--- src/rtl/bsram_pkg.sv ---
package bsram_pkg;
  typedef enum logic [2:0] {
    CMD_DESEL,
    CMD_START_RD,
    CMD_START_CTL,
    CMD_STEP,
    CMD_HOLD
  } cmd_e;
endpackage

--- src/rtl/bsram_decode.sv ---
module bsram_decode
  import bsram_pkg::*;
(
  input  logic ce_n,
  input  logic cpu_ads_n,
  input  logic ctl_ads_n,
  input  logic adv_n,
  output cmd_e cmd
);
  // Processor strobe wins over controller strobe; chip enable only matters
  // when some strobe is low.
  always_comb begin
    if (!cpu_ads_n)      cmd = ce_n ? CMD_DESEL : CMD_START_RD;
    else if (!ctl_ads_n) cmd = ce_n ? CMD_DESEL : CMD_START_CTL;
    else                 cmd = adv_n ? CMD_HOLD : CMD_STEP;
  end
endmodule

--- src/rtl/bsram_addr.sv ---
module bsram_addr
  import bsram_pkg::*;
#(
  parameter int ADDR_W  = 6,
  parameter int BURST_W = 2,
  parameter int LANES   = 2
) (
  input  logic              clk,
  input  logic              rst_n,
  input  cmd_e              cmd,
  input  logic [LANES-1:0]  wen_n,
  input  logic [ADDR_W-1:0] addr_i,
  output logic [ADDR_W-1:0] acc_addr,
  output logic [LANES-1:0]  wr_lanes,
  output logic [ADDR_W-1:0] cur_addr,
  output logic              rd_q
);
  localparam int HI_W = ADDR_W - BURST_W;

  logic              active_q, active_d;
  logic [HI_W-1:0]   hi_q, hi_d;
  logic [BURST_W-1:0] cnt_q, cnt_d;
  logic              acc_valid, write_ok, rd_d, addr_en;

  always_comb begin
    active_d  = active_q;
    hi_d      = hi_q;
    cnt_d     = cnt_q;
    acc_valid = 1'b0;
    write_ok  = 1'b0;
    unique case (cmd)
      CMD_DESEL: active_d = 1'b0;
      CMD_START_RD, CMD_START_CTL: begin
        active_d  = 1'b1;
        hi_d      = addr_i[ADDR_W-1:BURST_W];
        cnt_d     = addr_i[BURST_W-1:0];
        acc_valid = 1'b1;
        write_ok  = (cmd == CMD_START_CTL);
      end
      CMD_STEP: begin
        acc_valid = active_q;
        write_ok  = 1'b1;
        if (active_q) cnt_d = cnt_q + 1'b1;
      end
      default: begin
        acc_valid = active_q;
        write_ok  = 1'b1;
      end
    endcase
  end

  assign addr_en  = (cnt_d != cnt_q) || (hi_d != hi_q);
  assign wr_lanes = (acc_valid && write_ok) ? ~wen_n : '0;
  assign rd_d     = acc_valid && (!write_ok || (&wen_n));
  assign acc_addr = {hi_d, cnt_d};
  assign cur_addr = {hi_q, cnt_q};

  always_ff @(posedge clk or negedge rst_n) begin
    if (!rst_n) begin
      active_q <= 1'b0;
      rd_q     <= 1'b0;
    end else begin
      active_q <= active_d;
      rd_q     <= rd_d;
    end
  end

  always_ff @(posedge clk or negedge rst_n) begin
    if (!rst_n) begin
      hi_q  <= '0;
      cnt_q <= '0;
    end else if (addr_en) begin
      hi_q  <= hi_d;
      cnt_q <= cnt_d;
    end
  end

  a_r5_step_wraps: assert property (@(posedge clk) disable iff (!rst_n)
    (cmd == CMD_STEP && active_q) |=> cnt_q == BURST_W'($past(cnt_q) + 1'b1));
  a_r5_upper_fixed: assert property (@(posedge clk) disable iff (!rst_n)
    (cmd == CMD_STEP) |=> $stable(hi_q));
  a_r6_hold_stable: assert property (@(posedge clk) disable iff (!rst_n)
    (cmd == CMD_HOLD) |=> ($stable(cnt_q) && $stable(hi_q)));
  a_r2_desel_idle: assert property (@(posedge clk) disable iff (!rst_n)
    (cmd == CMD_DESEL) |=> (!active_q && !rd_q));
  a_r2_idle_no_write: assert property (@(posedge clk) disable iff (!rst_n)
    (!active_q && (cmd == CMD_STEP || cmd == CMD_HOLD)) |-> (wr_lanes == '0));
  a_r3_start_reads: assert property (@(posedge clk) disable iff (!rst_n)
    (cmd == CMD_START_RD) |=> (cur_addr == $past(addr_i) && rd_q));
endmodule

--- src/rtl/bsram_array.sv ---
module bsram_array #(
  parameter int ADDR_W  = 6,
  parameter int DATA_W  = 9,
  parameter int LANE0_W = 5
) (
  input  logic              clk,
  input  logic              rst_n,
  input  logic [1:0]        wr_lanes,
  input  logic [ADDR_W-1:0] waddr,
  input  logic [DATA_W-1:0] wdata,
  input  logic [ADDR_W-1:0] raddr,
  output logic [DATA_W-1:0] rdata
);
  localparam int DEPTH = 1 << ADDR_W;

  for (genvar g = 0; g < 2; g++) begin : g_lane
    localparam int LSB = (g == 0) ? 0 : LANE0_W;
    localparam int W   = (g == 0) ? LANE0_W : DATA_W - LANE0_W;
    logic [W-1:0] mem [DEPTH];

    always_ff @(posedge clk) begin
      if (wr_lanes[g]) mem[waddr] <= wdata[LSB +: W];
    end

    assign rdata[LSB +: W] = mem[raddr];

    a_r7_lane_lands: assert property (@(posedge clk) disable iff (!rst_n)
      wr_lanes[g] |=> mem[$past(waddr)] == $past(wdata[LSB +: W]));
  end
endmodule

--- src/rtl/burst_sram.sv ---
module burst_sram
  import bsram_pkg::*;
#(
  parameter int ADDR_W  = 6,
  parameter int DATA_W  = 9,
  parameter int LANE0_W = 5
) (
  input  logic              clk,
  input  logic              rst_n,
  input  logic              ce_n,
  input  logic              cpu_ads_n,
  input  logic              ctl_ads_n,
  input  logic              adv_n,
  input  logic [1:0]        wen_n,
  input  logic              oe_n,
  input  logic [ADDR_W-1:0] addr,
  input  logic [DATA_W-1:0] dq_in,
  output logic [DATA_W-1:0] dq_out,
  output logic              dq_oe
);
  cmd_e              cmd;
  logic [ADDR_W-1:0] acc_addr, cur_addr;
  logic [1:0]        wr_lanes;
  logic              rd_q;

  bsram_decode u_dec (
    .ce_n(ce_n), .cpu_ads_n(cpu_ads_n), .ctl_ads_n(ctl_ads_n),
    .adv_n(adv_n), .cmd(cmd)
  );

  bsram_addr #(.ADDR_W(ADDR_W), .BURST_W(2), .LANES(2)) u_addr (
    .clk(clk), .rst_n(rst_n), .cmd(cmd), .wen_n(wen_n), .addr_i(addr),
    .acc_addr(acc_addr), .wr_lanes(wr_lanes), .cur_addr(cur_addr), .rd_q(rd_q)
  );

  bsram_array #(.ADDR_W(ADDR_W), .DATA_W(DATA_W), .LANE0_W(LANE0_W)) u_mem (
    .clk(clk), .rst_n(rst_n), .wr_lanes(wr_lanes), .waddr(acc_addr),
    .wdata(dq_in), .raddr(cur_addr), .rdata(dq_out)
  );

  assign dq_oe = rd_q && !oe_n;

  a_r8_quiet_after_write: assert property (@(posedge clk) disable iff (!rst_n)
    (|wr_lanes) |=> !dq_oe);
  a_r4_ctl_read: assert property (@(posedge clk) disable iff (!rst_n)
    (cmd == CMD_START_CTL && wen_n == 2'b11 && !oe_n) |=> (dq_oe || oe_n));
endmodule

--- config.mk ---
export PLATFORM = sky130hd
export DESIGN_NAME = burst_sram
export DESIGN_NICKNAME = d
export VERILOG_FILES = /design/src/rtl/bsram_pkg.sv /design/src/rtl/bsram_decode.sv /design/src/rtl/bsram_addr.sv /design/src/rtl/bsram_array.sv /design/src/rtl/burst_sram.sv
export SDC_FILE = /design/constraint.sdc
export NUM_CORES = 1
export LEC_CHECK = 0
export BUFFER_PORTS_ARGS = -buffer_cell sky130_fd_sc_hd__buf_4
export CAP_MARGIN = 15
export CORE_MARGIN = 2
export CORE_UTILIZATION = 45
export CTS_CLUSTER_DIAMETER = 100
export DETAILED_ROUTE_END_ITERATION = 6
export GPL_ROUTABILITY_DRIVEN = 0
export GPL_TIMING_DRIVEN = 0
export PLACE_DENSITY = 0.69
export SETUP_SLACK_MARGIN = 0.3
export SYNTH_ARGS = -nofsm -noshare
export SYNTH_HDL_FRONTEND = slang
export SYNTH_SLANG_ARGS = --single-unit
export TNS_END_PERCENT = 5
--- constraint.sdc ---
create_clock -name clk -period 2.15 [get_ports clk]
set_input_delay 0.43 -clock clk [delete_from_list [all_inputs] [get_ports clk]]
set_output_delay 0.43 -clock clk [all_outputs]
set_load 0.01 [all_outputs]
==> results.json <==
{
  "status": "finished with violations",
  "violations": "setup timing",
  "yosysTopAreaCell": "edfxtp_1",
  "antenna_found_initial": 0,
  "core_um2": 51200,
  "synth_seq_area_share_pct": 75.2,
  "yosys_warnings": 0,
  "reg2reg_setup_slack_ns": -0.56,
  "p_leak_nw": 8.79,
  "cp.required_ns": 1.72,
  "peakVddDrop_mv": 0.767,
  "grt_pass1_wl_mm": 85.1,
  "die_h_um": 231,
  "place.port_buffers": 32,
  "clk_path_buf_depth": 3,
  "synth_cell_types": 54,
  "timing.critical_path.mode_cell": "buf_12",
  "htree_levels": 2,
  "grt_max_degree": 65,
  "cts_buffers": 56,
  "p_sw_share_pct": 23.8,
  "clock_sinks": 584,
  "syn_nets": 1156,
  "slew_violations": 0,
  "syn-cell-area_um2": 23300,
  "crit_arrival_ns": 2.97,
  "path_clk_slew_ns": 0.06,
  "grt_pass1_vias": 12200,
  "tritoncts": "built",
  "synth-edff-count": 576,
  "cp-start-kind": "register",
  "die_area_um2": 53500,
  "synthTopCellsByCount": "576 x edfxtp_1, 134 x nor2_1, 104 x mux4_2",
  "routedWlPerCell_um": 30.0,
  "hold_class": "in -> reg",
  "cap_violations": 0,
  "cp_slowest_cell": "mux4_2",
  "hp-start": "ce_n",
  "dp_hpwl_mm": 37.9,
  "syn_inst": 1132,
  "multiInputGateArea_um2": 6130,
  "seq_area_um2": 17500,
  "internal_power_w": 0.0204,
  "post-route-min-period_ns": 3.40,
  "postLayoutCoreUtil_pct": 54.6,
  "cts_root_buffer": "clkbuf_16",
  "synth_ff_type": "edfxtp_1",
  "fin_cells": 1975,
  "pwr-share-clk_pct": 39.0,
  "drt_pass1_iterations": 5,
  "finalHoldViolCount": 0,
  "pwr_density_cell_nw_per_um2": 957,
  "tightest_slew_ns": 0.691,
  "timing.final.crit_share_pct": 158,
  "syn_to_final_growth_pct": 20.2,
  "p_seq_share_pct": 47.0,
  "power.net_switching_w": 0.00637,
  "cp_max_fo": 10,
  "path_cells": "buf_6, buf_12, buf_16, buf_12, buf_8, mux4_2, mux2i_4, mux2i_1, o21ai_1, o22ai_2, buf_4",
  "slowest_delay_ns": 0.35,
  "setup_ws_ns": -1.25,
  "endpoint_kind": "primary output",
  "power_frac_comb_pct": 14.0,
  "fin_skew_ns": 0.0171,
  "drt_iter0_drc": 1596,
  "start_util_pct": 45.4,
  "ios": 34,
  "num_vias": 12200,
  "wl_mm": 59.2,
  "synth_top_area_share_pct": 74.3,
  "nFillCells": 3762,
  "std_cell_rows": 83,
  "grt_overflow": 0,
  "final_area_um2": 28000,
  "dp.cells": 1844,
  "worstSetupStartpoint": "u_addr.cnt_q[1]$_DFFE_PN0P_",
  "slew_headroom_pct": 54.0,
  "synth.ff_latch_count": 584,
  "synth.most_common_cell": "edfxtp_1",
  "dpl_worst_slack_ns": -1.33,
  "final-setup-viol-count": 585,
  "synth.area.top_cells": "edfxtp_1 74%, mux4_2 10%, mux4_1 4.6%",
  "drive_above_1_share_pct": 38.1,
  "worstSetupPathType": "reg -> out",
  "grt_setup_unrepaired": "true",
  "async_flop_share_pct": 1.37,
  "antennaDiodeCount": 0,
  "max_freq_mhz": 294,
  "synth.avg_cell_area_um2": 20.6,
  "reg2reg_from": "u_addr.cnt_q[0]$_DFFE_PN0P_",
  "viasPerCell": 6.15,
  "clk_latency_ns": 0.61,
  "dpl_cell_area_um2": 24600,
  "nets": 1272,
  "grt_usage_pct": 22.4,
  "die_x_um": 231,
  "drc_errors": 0,
  "ant_nets": 0
}
## path summary, 6_finish.rpt
path,end,cells after the start
max,dq_out[7],11
min,u_addr.rd_q$_DFF_PN0_,2
max reg2reg,u_mem.g_lane[0].mem[52][2]$_DFFE_PP_,8
min reg2reg,u_addr.active_q$_DFF_PN0_,2
max in group asynchronous,u_addr.hi_q[0]$_DFFE_PN0P_,2
min in group asynchronous,u_addr.hi_q[3]$_DFFE_PN0P_,2
## critical path, delay by kind of cell (launching register included)
| family | cells | cell delay [ns] |
|---|---|---|
| AOI/OAI and AO/OA | 2 | 0.34 |
| buffers and inverters | 6 | 0.94 |
| DFF | 1 | 0.34 |
| muxes | 3 | 0.72 |
## cell families after synthesis
| kind of cell | count (synthesis) | synth area share [%] |
|---|---|---|
| DFF | 584 | 75.2 |
| muxes | 174 | 16.0 |
| AOI/OAI and AO/OA | 91 | 2.79 |
| and+or+nand+nor | 211 | 3.87 |
| buffers and inverters | 72 | 2.16 |
## timing repair
item | in CTS | in global routing
gates resized for setup | 244 | 49
pin swaps | 40 | 18
gates cloned | 2 | 2
hold buffers | 1 | 0
setup buffers | 18 | 4
hold endpoints to repair | 8 | 0
setup endpoints to repair | 585 | 585
## power by group through the flow
stage          combinational, W  sequential (W)  clock [W]
5_1_grt                 0.00385          0.0126     0.0110
6_report                0.00374          0.0126     0.0104
3_5_place_dp            0.00296          0.0128          0
2_1_floorplan           0.00173          0.0128          0
3_3_place_gp            0.00292          0.0128          0
4_1_cts                 0.00354          0.0126     0.0105
## metal layers
layer | share of wire [%] | wire length (µm) | track usage, %
met5 | 0 | 0 | 0
met4 | 3.9 | 2290 | 8.83
met3 | 9.9 | 5860 | 4.40
met2 | 48 | 28300 | 35.9
met1 | 39 | 22800 | 30.6
## state kept, by name (all words and copies together) (netlist names)
register / count
u_addr.active_q: 1
u_addr.cnt_q: 2
u_addr.hi_q: 4
u_addr.rd_q: 1
u_mem.g_lane.mem: 576
## placed cells by master, fill, tap and decap left out, types with 8 or more instances in the layout
| cell | count |
|---|---|
| clkinv_2 | 12 |
| nor2_1 | 39 |
| clkbuf_16 | 64 |
| o21ai_1 | 11 |
| nor2_4 | 45 |
| mux4_2 | 121 |
| mux2i_4 | 10 |
| buf_8 | 10 |
| nor2_2 | 50 |
| buf_4 | 53 |
| buf_6 | 14 |
| mux4_1 | 24 |
| nor2b_1 | 8 |
| o22ai_1 | 16 |
| edfxtp_1 | 576 |
| buf_12 | 24 |
| clkbuf_1 | 17 |
| nand2_1 | 20 |
| mux2i_1 | 9 |
| bufinv_16 | 11 |
## cell type report
type	instances	share of cell area (%)
repair buffers	59	2.03
flip-flops and latches	584	62.6
clock buffers	72	5.38
inverters	6	0.0805
multi-input cells	476	21.9
well taps	680	3.04
clock inverters	33	1.61
plain buffers	65	3.39
## metrics by stage
| step | hold WS, ns | total power [W] | setup TNS [ns] |
|---|---|---|---|
| after global placement | 0.257 | 0.0157 | -516.30 |
| after detailed placement | 0.256 | 0.0158 | -541.40 |
| final | 0.0623 | 0.0268 | -202.04 |
| after floorplan | 0.134 | 0.0145 | -44.08 |
| after global routing | 0.0679 | 0.0274 | -247.04 |
| after CTS | 0.0424 | 0.0266 | -192.27 |
Note: power is estimated with default switching activity, not from simulation.
